**config.mk**
```make
export PLATFORM = sky130hd
export DESIGN_NAME = qcm_sequencer
export DESIGN_NICKNAME = d
export VERILOG_FILES = /design/src/rtl/qcm_pkg.sv /design/src/rtl/qcm_datapath.sv /design/src/rtl/qcm_ctrl.sv /design/src/rtl/qcm_sequencer.sv
export SDC_FILE = /design/constraint.sdc
export NUM_CORES = 1
export LEC_CHECK = 0
export ABC_AREA = 1
export BUFFER_PORTS_ARGS = -buffer_cell sky130_fd_sc_hd__buf_4
export CAP_MARGIN = 20
export CORE_UTILIZATION = 36
export DETAILED_ROUTE_END_ITERATION = 10
export REMOVE_ABC_BUFFERS = 1
export SKIP_CTS_REPAIR_TIMING = 1
export SLEW_MARGIN = 25
export SYNTH_ARGS = -nofsm -noshare
export SYNTH_HDL_FRONTEND = slang
export SYNTH_HIERARCHICAL = 1
export SYNTH_SLANG_ARGS = --single-unit
```
**constraint.sdc**
```tcl
create_clock -name clk -period 2.35 [get_ports clk]
set_input_delay 0.47 -clock clk [delete_from_list [all_inputs] [get_ports clk]]
set_output_delay 0.47 -clock clk [all_outputs]
set_load 0.1 [all_outputs]
```
**src/rtl/qcm_pkg.sv**
```systemverilog
package qcm_pkg;
  typedef enum logic [2:0] {
    ST_IDLE, ST_STOP, ST_SETTLE, ST_SAMPLE, ST_WAIT, ST_CMP, ST_DONE
  } qcm_state_t;

  typedef struct packed {
    logic loadSettle;
    logic decSettle;
    logic clrWait;
    logic incWait;
    logic capture;
    logic markTimeout;
    logic clrResult;
    logic compare;
  } qcm_strobe_t;
endpackage

```
**src/rtl/qcm_datapath.sv**
```systemverilog
module qcm_datapath
  import qcm_pkg::*;
#(
  parameter int CNT_W = 24,
  parameter int CODE_W = 16,
  parameter int TIMEOUT_CYCLES = 1000,
  localparam int TO_W = $clog2(TIMEOUT_CYCLES + 1)
) (
  input  logic              clk,
  input  logic              rst,
  input  qcm_strobe_t       strobes,
  input  logic [CNT_W-1:0]  settleCycles,
  input  logic [CODE_W-1:0] limitCode,
  input  logic [CODE_W-1:0] sampleData,
  output logic              settleDone,
  output logic              waitExpired,
  output logic              pass,
  output logic              fail,
  output logic              timeoutErr
);
  logic [CNT_W-1:0]  settleCnt;
  logic [TO_W-1:0]   waitCnt;
  logic [CODE_W-1:0] codeReg;
  logic              toFlag;

  assign settleDone  = (settleCnt <= CNT_W'(1));
  assign waitExpired = (waitCnt == TO_W'(TIMEOUT_CYCLES - 1));

  always_ff @(posedge clk) begin
    if (rst) begin
      settleCnt  <= '0;
      waitCnt    <= '0;
      codeReg    <= '0;
      toFlag     <= 1'b0;
      pass       <= 1'b0;
      fail       <= 1'b0;
      timeoutErr <= 1'b0;
    end else begin
      if (strobes.loadSettle) settleCnt <= settleCycles;
      else if (strobes.decSettle) settleCnt <= settleCnt - CNT_W'(1);
      if (strobes.clrWait) waitCnt <= '0;
      else if (strobes.incWait) waitCnt <= waitCnt + TO_W'(1);
      if (strobes.capture) begin
        codeReg <= sampleData;
        toFlag  <= 1'b0;
      end else if (strobes.markTimeout) begin
        toFlag  <= 1'b1;
      end
      if (strobes.clrResult) begin
        pass <= 1'b0; fail <= 1'b0; timeoutErr <= 1'b0;
      end else if (strobes.compare) begin
        fail       <= toFlag || (codeReg > limitCode);
        pass       <= !(toFlag || (codeReg > limitCode));
        timeoutErr <= toFlag;
      end
    end
  end

  assert_result_excl_R4: assert property (@(posedge clk) disable iff (rst)
    $past(strobes.compare) |-> (pass ^ fail));
  assert_timeout_fails_R5: assert property (@(posedge clk) disable iff (rst)
    timeoutErr |-> fail);
  assert_cleared_on_stop_R6: assert property (@(posedge clk) disable iff (rst)
    strobes.clrResult |=> !pass && !fail && !timeoutErr);
endmodule

```
**src/rtl/qcm_ctrl.sv**
```systemverilog
module qcm_ctrl
  import qcm_pkg::*;
(
  input  logic        clk,
  input  logic        rst,
  input  logic        vecLoaded,
  input  logic        sampleValid,
  input  logic        settleDone,
  input  logic        waitExpired,
  output qcm_strobe_t strobes,
  output logic        funcClkEn,
  output logic        sampleReq,
  output logic        done
);
  qcm_state_t state, stateNext;

  always_ff @(posedge clk) begin
    if (rst) state <= ST_IDLE;
    else     state <= stateNext;
  end

  always_comb begin
    stateNext = state;
    strobes   = '0;
    case (state)
      ST_IDLE:   if (vecLoaded) stateNext = ST_STOP;
      ST_STOP: begin
        strobes.loadSettle = 1'b1;
        strobes.clrResult  = 1'b1;
        stateNext = ST_SETTLE;
      end
      ST_SETTLE: begin
        if (settleDone) stateNext = ST_SAMPLE;
        else strobes.decSettle = 1'b1;
      end
      ST_SAMPLE: begin
        strobes.clrWait = 1'b1;
        stateNext = ST_WAIT;
      end
      ST_WAIT: begin
        if (sampleValid) begin
          strobes.capture = 1'b1;
          stateNext = ST_CMP;
        end else if (waitExpired) begin
          strobes.markTimeout = 1'b1;
          stateNext = ST_CMP;
        end else begin
          strobes.incWait = 1'b1;
        end
      end
      ST_CMP: begin
        strobes.compare = 1'b1;
        stateNext = ST_DONE;
      end
      ST_DONE:   stateNext = ST_IDLE;
      default:   stateNext = ST_IDLE;
    endcase
  end

  assign funcClkEn = (state == ST_IDLE);
  assign sampleReq = (state == ST_SAMPLE);
  assign done      = (state == ST_DONE);

  assert_start_stops_clk_R1: assert property (@(posedge clk) disable iff (rst)
    (funcClkEn && vecLoaded) |=> !funcClkEn);
  assert_req_pulse_R3: assert property (@(posedge clk) disable iff (rst)
    sampleReq |=> !sampleReq && !funcClkEn);
  assert_done_reenables_R2: assert property (@(posedge clk) disable iff (rst)
    done |=> !done && funcClkEn);
  assert_clk_fall_only_on_start_R2: assert property (@(posedge clk) disable iff (rst)
    $fell(funcClkEn) |-> $past(vecLoaded));
  assert_reset_idle_R7: assert property (@(posedge clk)
    rst |=> funcClkEn && !sampleReq && !done);
endmodule

```
**src/rtl/qcm_sequencer.sv**
```systemverilog
module qcm_sequencer
  import qcm_pkg::*;
#(
  parameter int CNT_W = 24,
  parameter int CODE_W = 16,
  parameter int TIMEOUT_CYCLES = 1000
) (
  input  logic              clk,
  input  logic              rst,
  input  logic              vecLoaded,
  input  logic [CNT_W-1:0]  settleCycles,
  input  logic [CODE_W-1:0] limitCode,
  input  logic [CODE_W-1:0] sampleData,
  input  logic              sampleValid,
  output logic              funcClkEn,
  output logic              sampleReq,
  output logic              done,
  output logic              pass,
  output logic              fail,
  output logic              timeoutErr
);
  qcm_strobe_t strobes;
  logic settleDone, waitExpired;

  qcm_ctrl u_ctrl (
    .clk(clk), .rst(rst), .vecLoaded(vecLoaded), .sampleValid(sampleValid),
    .settleDone(settleDone), .waitExpired(waitExpired), .strobes(strobes),
    .funcClkEn(funcClkEn), .sampleReq(sampleReq), .done(done)
  );

  qcm_datapath #(.CNT_W(CNT_W), .CODE_W(CODE_W), .TIMEOUT_CYCLES(TIMEOUT_CYCLES)) u_dp (
    .clk(clk), .rst(rst), .strobes(strobes), .settleCycles(settleCycles),
    .limitCode(limitCode), .sampleData(sampleData), .settleDone(settleDone),
    .waitExpired(waitExpired), .pass(pass), .fail(fail), .timeoutErr(timeoutErr)
  );

  assert_result_with_done_R6: assert property (@(posedge clk) disable iff (rst)
    done |-> (pass ^ fail));
endmodule

```
Yosys cells after proc, flatten, opt, wreduce, memory -nomap -nowiden
Cells that the tools add are included.

word-level totals
  register bits = 57
  bits in latches = 0
  RAM bits = 0
  bits in read-only memories = 0
  bits of input ports = 60
  logic and storage cells = 48
  memories = 0

cells by class
  $add $sub $neg = 2
  multipliers = 0
  divide/modulo/power cells = 0
  magnitude comparators = 2
  equality and inequality tests = 10
  shift-type cells = 0
  muxes and demuxes = 18
  bitwise operators = 0
  reduce and logical (&&, ||, !) cells = 8

operator list
  cell                     count
  $mux W24                 2
  $le A24 B1 Y1 const B    1
  $sub A24 B1 Y24 const B  1
  $pmux W3 S6              1
  $gt A16 B16 Y1           1
  $mux W3                  5
  $add A10 B1 Y10 const B  1
  $eq A10 B10 Y1 const B   1
  $mux W1                  10
  $eq A3 B3 Y1 const B     3
  $eq A3 B2 Y1 const B     2
  $reduce_or A2 Y1         3
  $ne A2 B2 Y1 const B     2
  $eq A3 B1 Y1 const B     1
  $logic_not A3 Y1         1
  $ne A3 B2 Y1 const B     1
  $reduce_and A3 Y1        1
  $reduce_bool A2 Y1       1
  $logic_not A1 Y1         1
  $logic_or A1 B1 Y1       1

Longest topological paths before layout
Gate-level depths: netlist of the first run.

  depth after elaboration = 5
  depth in mapped cells = 15
  gate-level depth less buffers = 15

Hierarchy
The synthesis of the first run kept the hierarchy.

by module, submodules not included
  module        times used  cells each  area each (um^2)
  qcm_datapath  1           460         3130.5
  qcm_ctrl      1           35          205.2

Least setup slack after synthesis of the first run
No wires, ideal clock.

  path kind = flip-flop to output port
  from = register u_ctrl.state[2]
  to = output done
  arrival = 2506 ps
  required time = 1880 ps
  path slack = -626 ps
  stages on the path, launching flop included = 3
  buffers on the path = 0
  cell sequence = dfxtp_1 -> inv_2 -> nor3_1

on the way
  cells in the longest elaborated chain, start to end = 1

RTL lines
  element                   RTL line             RTL
  start: declaration        qcm_ctrl.sv:15       qcm_state_t state, stateNext;
  start signal: assignment  qcm_ctrl.sv:19       else state <= stateNext;
  $eq A3 B3 Y1              qcm_ctrl.sv:62       assign done = (state == ST_DONE);
  end: declaration          qcm_sequencer.sv:17  output logic done,

No other way between the ends.

==> impl_metrics.json, run 1 <==
{
  "cp_data_required_time_ps": 2630,
  "multiInputGateArea_um2": 1910,
  "grt_max_degree": 27,
  "wl_mm": 8.22,
  "max_freq_mhz": 484,
  "synth_xor_area_share_pct": 3.68,
  "firstDrtPassIters": 7,
  "synth_mux_area_share_pct": 0.300,
  "numPortBuffers": 65,
  "dp_hpwl_mm": 6.15,
  "setup_slack_ps": 283,
  "insertion_delay_ps": 330,
  "vias": 3283,
  "min_period_over_period_pct": 88.0,
  "vias_per_cell": 4.86,
  "synth_top_area_share_pct": 34.2,
  "overflow": 0,
  "power_uw": 4260,
  "synthSimpleGateAreaFrac_pct": 32.0,
  "synth_common_cells": "nand2_1 (99), nor2_1 (96), dfxtp_1 (57), inv_1 (56), o21ai_0 (30)",
  "start_kind": "flip-flop",
  "setup_viol": 0,
  "cts_buffers": 9,
  "synthAdderAreaFrac_pct": 7.13,
  "dp.cells": 660,
  "hold_class": "primary input to flip-flop",
  "crit_type": "flip-flop to flip-flop",
  "relSlewSlack_pct": 64.0,
  "netlist_area_um2": 3340,
  "rsz0062_at_grt": "no",
  "drv_slew": 0,
  "path_clk_slew_ps": 70,
  "drive_above_1_share_pct": 18.8,
  "clockRootBuffer": "clkbuf_8",
  "cts.sinks": 57,
  "final_cells": 676,
  "yosysSeqAreaShare_pct": 34.2,
  "syn_inst": 495,
  "n_fill_cell": 915,
  "synth_area_per_cell_um2": 6.74,
  "setup_tns_ps": 0,
  "synth_edf_count": 0,
  "end_kind": "flip-flop",
  "wl_per_cell_um": 12.2,
  "n_antenna_cell": 0,
  "violations": "design-rule violations",
  "ir_worst_vdd_mv": 0.406,
  "worst_pin_slew_ps": 539,
  "initial_core_util_pct": 37.7,
  "leakage_uw": 0.00202,
  "syn2layout_area_growth_pct": 25.5,
  "post-place-ws_ps": 318,
  "rrSetupSlack_ps": 280,
  "reg2reg_depth": 13,
  "coreArea_um2": 8850,
  "timing.rr.start": "u_dp/settleCnt[7]",
  "worst-path-max-fanout": 12,
  "hold_viol_final": 0,
  "min_path_cells": 3,
  "min_period_ps": 2070,
  "grt_first_pass_wirelength_mm": 14.1,
  "yosys_most_used_dff": "dfxtp_1",
  "synthTopCellsByArea": "dfxtp_1 (34%), nand2_1 (11%), nor2_1 (11%)",
  "drc": 6,
  "dpl_cell_area_um2": 3940,
  "hold_path_end": "u_dp/codeReg[3]",
  "clk_path_buf_depth": 2,
  "cts_max_level": 3,
  "gp_congestion": 0.830,
  "detail-route-antenna-nets": 0,
  "fp.dieArea_um2": 9660,
  "yosys_warnings": 6,
  "ys_async_sr_fraction_pct": 0,
  "synth.most_common_cell": "nand2_1",
  "synth_top_family_by_area": "simple AND/OR/NAND/NOR gates",
  "die_w_um": 98.3,
  "rows": 34,
  "r2r-end": "u_dp/settleCnt[0]",
  "cellPowerDensity_nw_per_um2": 1020,
  "die_y_um": 98.3,
  "worstPathArrival_ps": 2350,
  "grt.total_usage_pct": 18.2,
  "num_io_pins": 66,
  "design_area_um2": 4190,
  "status": "complete, but fails checks",
  "yosysTopAreaCell": "dfxtp_1",
  "min_from": "sampleData[3]",
  "antenna_found_initial": 0,
  "skew_ps": 4.98,
  "drtIter0Drc": 119,
  "ys_types": 35,
  "ff_latch_area_um2": 1140,
  "synth-seq-cells": 57,
  "drv_cap": 0,
  "cts_tree": "yes",
  "synth_compound_area_share_pct": 14.1,
  "nets": 642,
  "grt_pass1_vias": 3176
}
-- cells by family (layout without fill, tap and decap cells) --
logic type / Yosys count / count (layout)
fa+ha+maj: 19 / 19
xor+xnor: 14 / 14
compound gates: 83 / 83
buf+inv: 73 / 146
flops: 57 / 57
simple gates: 248 / 248
mux: 1 / 1
-- critical path, cell delays in order (launching register included) --
cell	delay [ps]
dfxtp_1	350
nor2_1	170
inv_1	60
nor2_1	180
nand4_1	120
nor4_1	180
nand3b_1	160
inv_1	70
nor2_1	120
buf_4	210
inv_1	70
o21ai_0	140
o21ai_0	100
inv_1	80
-- layout make-up --
| class | instances | area share [%] |
|---|---|---|
| Clock buffer | 11 | 3.38 |
| Clock inverter | 5 | 2.45 |
| Inverter | 58 | 5.20 |
| Multi-Input combinational cell | 365 | 45.6 |
| Sequential cell | 57 | 27.2 |
| Tap cell | 108 | 3.23 |
| Timing Repair Buffer | 72 | 12.9 |
-- cell usage in the layout, fill, tap and decap left out, drive strengths merged --
cell type  netlist  routed
o21ai           31      31
buf              5      72
bufinv           0       3
nand4            5       5
and2             1       1
inv             57      57
o21bai           1       1
nor3             7       7
clkbuf          10      11
nand3b           2       2
a21boi           1       1
clkinvlp         0       1
a21oi           28      28
nor4             2       2
mux2i            1       1
nor2           104     104
nand2          103     103
or2              3       3
clkinv           1       2
dfxtp           57      57
ha              19      19
a21o             1       1
nand3           21      21
xor2            10      10
a31oi            8       8
xnor2            4       4
a22oi           13      13
-- registers in the layout (all words and copies together), names as in the netlist --
name,flops
u_dp/codeReg,16
u_ctrl/state,3
u_dp/pass,1
u_dp/settleCnt,24
u_dp/timeoutErr,1
u_dp/toFlag,1
u_dp/waitCnt,10
u_dp/fail,1
-- how the worst max path moves through the flow --
stage | startpoint | end | slack (ps) | cells past startpoint
final | u_dp/settleCnt[7] | u_dp/settleCnt[0] | 280 | 13
after global routing | u_dp/settleCnt[7] | u_dp/settleCnt[0] | 80 | 13
after CTS | u_dp/settleCnt[0] | u_dp/settleCnt[0] | 300 | 12
after detailed placement | u_dp/settleCnt[8] | u_dp/settleCnt[0] | 320 | 13
after global placement | u_dp/settleCnt[8] | u_dp/settleCnt[0] | 370 | 13
after floorplan | u_ctrl/state[2] | done | -630 | 2
-- routing by layer --
layer,routed length [um],track usage (%)
met1,3990,23.6
met2,3640,29.6
met3,480,4.58
met4,108,5.86
met5,0,0
-- where the power goes --
group	switching, uW	internal [uW]
Combinational	1150	720
Clock	402	732
Sequential	155	1100
Total	1710	2550
-- metrics by stage --
| step | utilization, % | hold WS (ps) |
|---|---|---|
| final | 47.3 | 353 |
| after global routing | 47.3 | 354 |
| after CTS | 47.3 | 341 |
| after detailed placement | 44.6 | 476 |
| after global placement | 44.6 | 450 |
| after floorplan | - | 438 |
No activity file was read; power rests on OpenSTA's default activity.
==> inputs of run 2 (changes only) <==
- CELL_PAD_IN_SITES_DETAIL_PLACEMENT: default -> 2
- CELL_PAD_IN_SITES_GLOBAL_PLACEMENT: default -> 2
- CORE_UTILIZATION: 36 -> 30
- PLACE_DENSITY_LB_ADDON: default -> 0.1
- SKIP_LAST_GASP: default -> 1
==> impl_metrics.json, run 2 (same netlist as run 1, synthesis figures left out) <==
{
  "hold_class": "primary input to flip-flop",
  "coreArea_um2": 10800,
  "top_register": "u_dp/settleCnt",
  "fp.dieArea_um2": 11500,
  "timing.rr.start": "u_dp/settleCnt[8]",
  "rsz0062_at_grt": "no",
  "overflow": 0,
  "cts_buffers": 9,
  "drv_cap": 0,
  "skew_ps": 11.2,
  "layout_commonest_cell": "nand2_1",
  "grt_max_degree": 27,
  "grt.total_usage_pct": 20.0,
  "numPortBuffers": 65,
  "vias_per_cell": 4.87,
  "drtIter0Drc": 70,
  "switchingPower_uw": 1880,
  "setup_slack_ps": 262,
  "p_int_uw": 2420,
  "leakage_uw": 0.00200,
  "reg2reg_depth": 13,
  "n_antenna_cell": 0,
  "pwr-share-comb_pct": 46.6,
  "largest_register_ffs": 24,
  "cp_data_required_time_ps": 2660,
  "ff_latch_area_um2": 1140,
  "drive_above_1_share_pct": 19.4,
  "setup_tns_ps": 0,
  "min_path_cells": 3,
  "path_clk_slew_ps": 70,
  "max_stage_delay_ps": 360,
  "reg_top3": "u_dp/settleCnt x24, u_dp/codeReg x16, u_dp/waitCnt x10",
  "critPathLaunch": "u_dp/settleCnt[8]",
  "fin_hold_ws_ps": 333,
  "start_kind": "flip-flop",
  "final_core_utilization_pct": 38.8,
  "cts_max_level": 3,
  "rows": 38,
  "num_io_pins": 66,
  "end_kind": "flip-flop",
  "r2r-end": "u_dp/settleCnt[0]",
  "mostFrequentLayoutCells": "nand2_1 (99), nor2_1 (91), buf_4 (71)",
  "drc": 0,
  "antenna_found_initial": 0,
  "crit_type": "flip-flop to flip-flop",
  "worst-path-max-fanout": 7,
  "wl_per_cell_um": 15.2,
  "cellPowerDensity_nw_per_um2": 1020,
  "post-place-ws_ps": 150,
  "gp_congestion": 0.764,
  "dp_hpwl_mm": 8.27,
  "rrSetupSlack_ps": 260,
  "ir_worst_vdd_mv": 0.466,
  "die_w_um": 107,
  "clockRootBuffer": "clkbuf_8",
  "multiInputGateArea_um2": 1920,
  "min_period_over_period_pct": 88.9,
  "vias": 3449,
  "max_freq_mhz": 479,
  "min_period_ps": 2090,
  "syn2layout_area_growth_pct": 26.2,
  "worstPathArrival_ps": 2400,
  "seqPwrFrac_pct": 29.5,
  "detail-route-antenna-nets": 0,
  "status": "complete, no violations",
  "insertion_delay_ps": 360,
  "clk_path_buf_depth": 2,
  "hold_viol_final": 0,
  "grt_pass1_vias": 3659,
  "relSlewSlack_pct": 64.3,
  "power_frac_clock_pct": 23.9,
  "grt_first_pass_wirelength_mm": 17.8,
  "swShare_pct": 43.7,
  "endpoint": "u_dp/settleCnt[0]",
  "worst_pin_slew_ps": 531,
  "setup_viol": 0,
  "cp_cell_sequence": "nor2_2, nand2_1, nor2_2, nand4_1, nor4_1, nand3b_1, inv_1, nor2_2, buf_4, inv_1, o21ai_0, o21ai_0, inv_1",
  "n_fill_cell": 1326,
  "nets": 642,
  "drv_slew": 0,
  "initial_core_util_pct": 30.8,
  "wl_mm": 10.8,
  "die_y_um": 107,
  "cts.sinks": 57,
  "cts_tree": "yes",
  "firstDrtPassIters": 4,
  "design_area_um2": 4210,
  "crit_slowest_cell": "dfxtp_1",
  "dpl_cell_area_um2": 3980
}
-- run 2: cell types whose count changed in the layout (fill, tap and decap cells not counted) --
| cell | change |
|---|---|
| buf_4 | -1 |
| buf_6 | +1 |
| bufinv_16 | -1 |
| clkbuf_1 | +1 |
| clkbuf_8 | -1 |
| clkinvlp_4 | +1 |
| nor2_1 | -4 |
| nor2_2 | +4 |
-- run 2: area by class of cell --
class                      count  share of cell area, %
sequential                    57                   27.1
tap                          140                   4.16
clock buffer                  11                   3.12
inverter                      58                   5.17
multi-input combinational    365                   45.6
clock inverter                 5                   1.90
timing repair buffer          72                   12.9
-- run 2: critical path, delay by kind of cell, from the launching register on --
family | cells | cell delay (ps)
AOI/OAI and AO/OA | 2 | 290
and+or+nand+nor | 7 | 1020
buffers and inverters | 4 | 370
DFF | 1 | 360
-- run 2: worst min-delay path by stage --
stage,startpoint,to,slack (ps)
final,sampleData[15],u_dp/codeReg[15],330
after global routing,sampleData[15],u_dp/codeReg[15],320
after CTS,sampleData[15],u_dp/codeReg[15],310
after detailed placement,u_dp/codeReg[0],u_dp/codeReg[0],480
after global placement,u_dp/codeReg[0],u_dp/codeReg[0],460
after floorplan,u_dp/codeReg[0],u_dp/codeReg[0],440
-- run 2: metal layers --
metal / vias to the layer above / part of all wire (%) / GRT usage (%)
met5: - / 0 / 0
met1: 1664 / 47 / 24.4
met4: 0 / 0.76 / 4.70
met3: 7 / 3.7 / 5.81
met2: 51 / 48 / 34.7
li1: 1727 / - / -
-- run 2: power by group through the flow --
stage | clock network (uW) | logic [uW] | registers (uW)
final | 1030 | 2010 | 1270
after global routing | 1110 | 2240 | 1290
after CTS | 1070 | 2010 | 1260
after detailed placement | 0 | 1990 | 1280
after global placement | 0 | 1910 | 1280
after floorplan | 0 | 1410 | 1230
-- run 2: through the flow --
step,total power [uW],instances
after floorplan,2640,480
after global placement,3190,692
after detailed placement,3270,692
after CTS,4350,708
after global routing,4640,708
final,4300,708
==> inputs of run 3 (changes only) <==
- CORE_ASPECT_RATIO: default -> 0.75
- SLEW_MARGIN: 25 -> 15
==> impl_metrics.json, run 3 (same netlist as run 1, synthesis figures left out) <==
{
  "status": "complete, no violations",
  "worst_pin_slew_ps": 669,
  "cp_cell_sequence": "nor2_1, nand2_1, nor2_2, nand4_1, nor4_1, nand3b_1, inv_1, inv_1, nor2_1, buf_4, inv_1, nor2_1, o21ai_0, inv_1",
  "min_path_cells": 3,
  "worst-path-max-fanout": 7,
  "path_clk_slew_ps": 50,
  "min_from": "sampleData[6]",
  "top_register": "u_dp/settleCnt",
  "dp_hpwl_mm": 8.85,
  "overflow": 0,
  "design_area_um2": 4280,
  "vias": 3482,
  "fp.dieArea_um2": 11500,
  "relSlewSlack_pct": 55.4,
  "setup_viol": 0,
  "drc": 0,
  "drive_above_1_share_pct": 18.9,
  "n_fill_cell": 1252,
  "antenna_found_initial": 0,
  "min_period_ps": 2140,
  "die_y_um": 93.3,
  "ir_worst_vdd_mv": 0.488,
  "grt.total_usage_pct": 21.3,
  "nets": 646,
  "critPathLaunch": "u_dp/settleCnt[10]",
  "cp_data_required_time_ps": 2560,
  "skew_ps": 7.67,
  "initial_core_util_pct": 31.7,
  "rrSetupSlack_ps": 210,
  "dpl_cell_area_um2": 3990,
  "end_kind": "flip-flop",
  "n_antenna_cell": 0,
  "wl_per_cell_um": 16.3,
  "num_io_pins": 66,
  "cpMostUsedCell": "inv_1",
  "numPortBuffers": 65,
  "timing.rr.start": "u_dp/settleCnt[10]",
  "cellPowerDensity_nw_per_um2": 1060,
  "final_core_utilization_pct": 40.6,
  "firstDrtPassIters": 4,
  "die_w_um": 124,
  "layout_commonest_cell": "nand2_1",
  "crit_type": "flip-flop to flip-flop",
  "reg_top3": "u_dp/settleCnt x24, u_dp/codeReg x16, u_dp/waitCnt x10",
  "gp_congestion": 0.781,
  "grt_pass1_vias": 3686,
  "start_kind": "flip-flop",
  "drtIter0Drc": 117,
  "cts_buffers": 9,
  "vias_per_cell": 4.93,
  "cts_tree": "yes",
  "grt_max_degree": 21,
  "wl_mm": 11.5,
  "hold_class": "primary input to flip-flop",
  "detail-route-antenna-nets": 0,
  "insertion_delay_ps": 330,
  "crit_family": "simple AND/OR/NAND/NOR gates",
  "max_freq_mhz": 468,
  "cts.sinks": 57,
  "drv_slew": 0,
  "largest_register_ffs": 24,
  "grt_first_pass_wirelength_mm": 18.7,
  "drv_cap": 0,
  "mostFrequentLayoutCells": "nand2_1 (99), nor2_1 (93), buf_4 (74)",
  "hold_viol_final": 0,
  "path_depth": 14,
  "reg2reg_depth": 14,
  "min_period_over_period_pct": 90.9,
  "crit_buf_inv": 5,
  "power_uw": 4520,
  "leakage_uw": 0.00205,
  "clk_path_buf_depth": 2,
  "worstPathArrival_ps": 2350,
  "cts_max_level": 3,
  "max_stage_delay_ps": 350,
  "rows": 32,
  "syn2layout_area_growth_pct": 28.2,
  "coreArea_um2": 10500,
  "crit_slowest_cell": "dfxtp_1",
  "clockRootBuffer": "clkbuf_16"
}
run 3: cell types whose count changed in the layout (fill, tap and decap cells not counted), sizes merged:
cell / before / now
clkbuf: 11 / 13
bufinv: 2 / 0
clkinvlp: 2 / 0
buf: 72 / 76
run 3: tightest hold or removal path: cells and delay by family:
family	cells	cell delay, ps
buffers and inverters	1	80
AND/OR/NAND/NOR	2	110
run 3: cell type report:
class / count / area (um^2) / share of cell area, %
Clock buffer: 13 / 240 / 5.62
Clock inverter: 1 / 5.00 / 0.117
Inverter: 58 / 218 / 5.09
Multi-Input combinational cell: 365 / 1910 / 44.8
Sequential cell: 57 / 1140 / 26.7
Tap cell: 136 / 170 / 3.98
Timing Repair Buffer: 76 / 587 / 13.7
run 3: metrics by stage:
stage / setup WS [ps] / setup TNS (ps) / hold WS [ps] / std cells
detailed placement: 80.9 / 0 / 485 / 689
floorplan: -626 / -1640 / 438 / 480
CTS: 48.7 / 0 / 365 / 703
finish: 214 / 0 / 373 / 706
global route: -15.2 / -15.2 / 374 / 706
global placement: 351 / 0 / 467 / 689
run 3: per-layer routing:
layer | part of all wire [%] | up-vias | GRT usage (%)
li1 | - | 1738 | -
met1 | 52 | 1691 | 30.0
met2 | 44 | 45 | 32.8
met3 | 3.0 | 8 | 4.21
met4 | 0.71 | 0 | 5.72
met5 | 0 | - | 0
run 3: path summary, 6_finish.rpt:
path	to
hold reg to reg	u_dp/codeReg[0]
setup reg to reg	u_dp/settleCnt[10]
setup / recovery	u_dp/settleCnt[10]
hold / removal	u_dp/codeReg[6]
run 3: where the power goes:
group | internal, uW | total [uW] | switching (uW)
clock | 699 | 1120 | 426
combinational | 781 | 2120 | 1340
sequential | 1100 | 1270 | 172
total | 2580 | 4520 | 1940
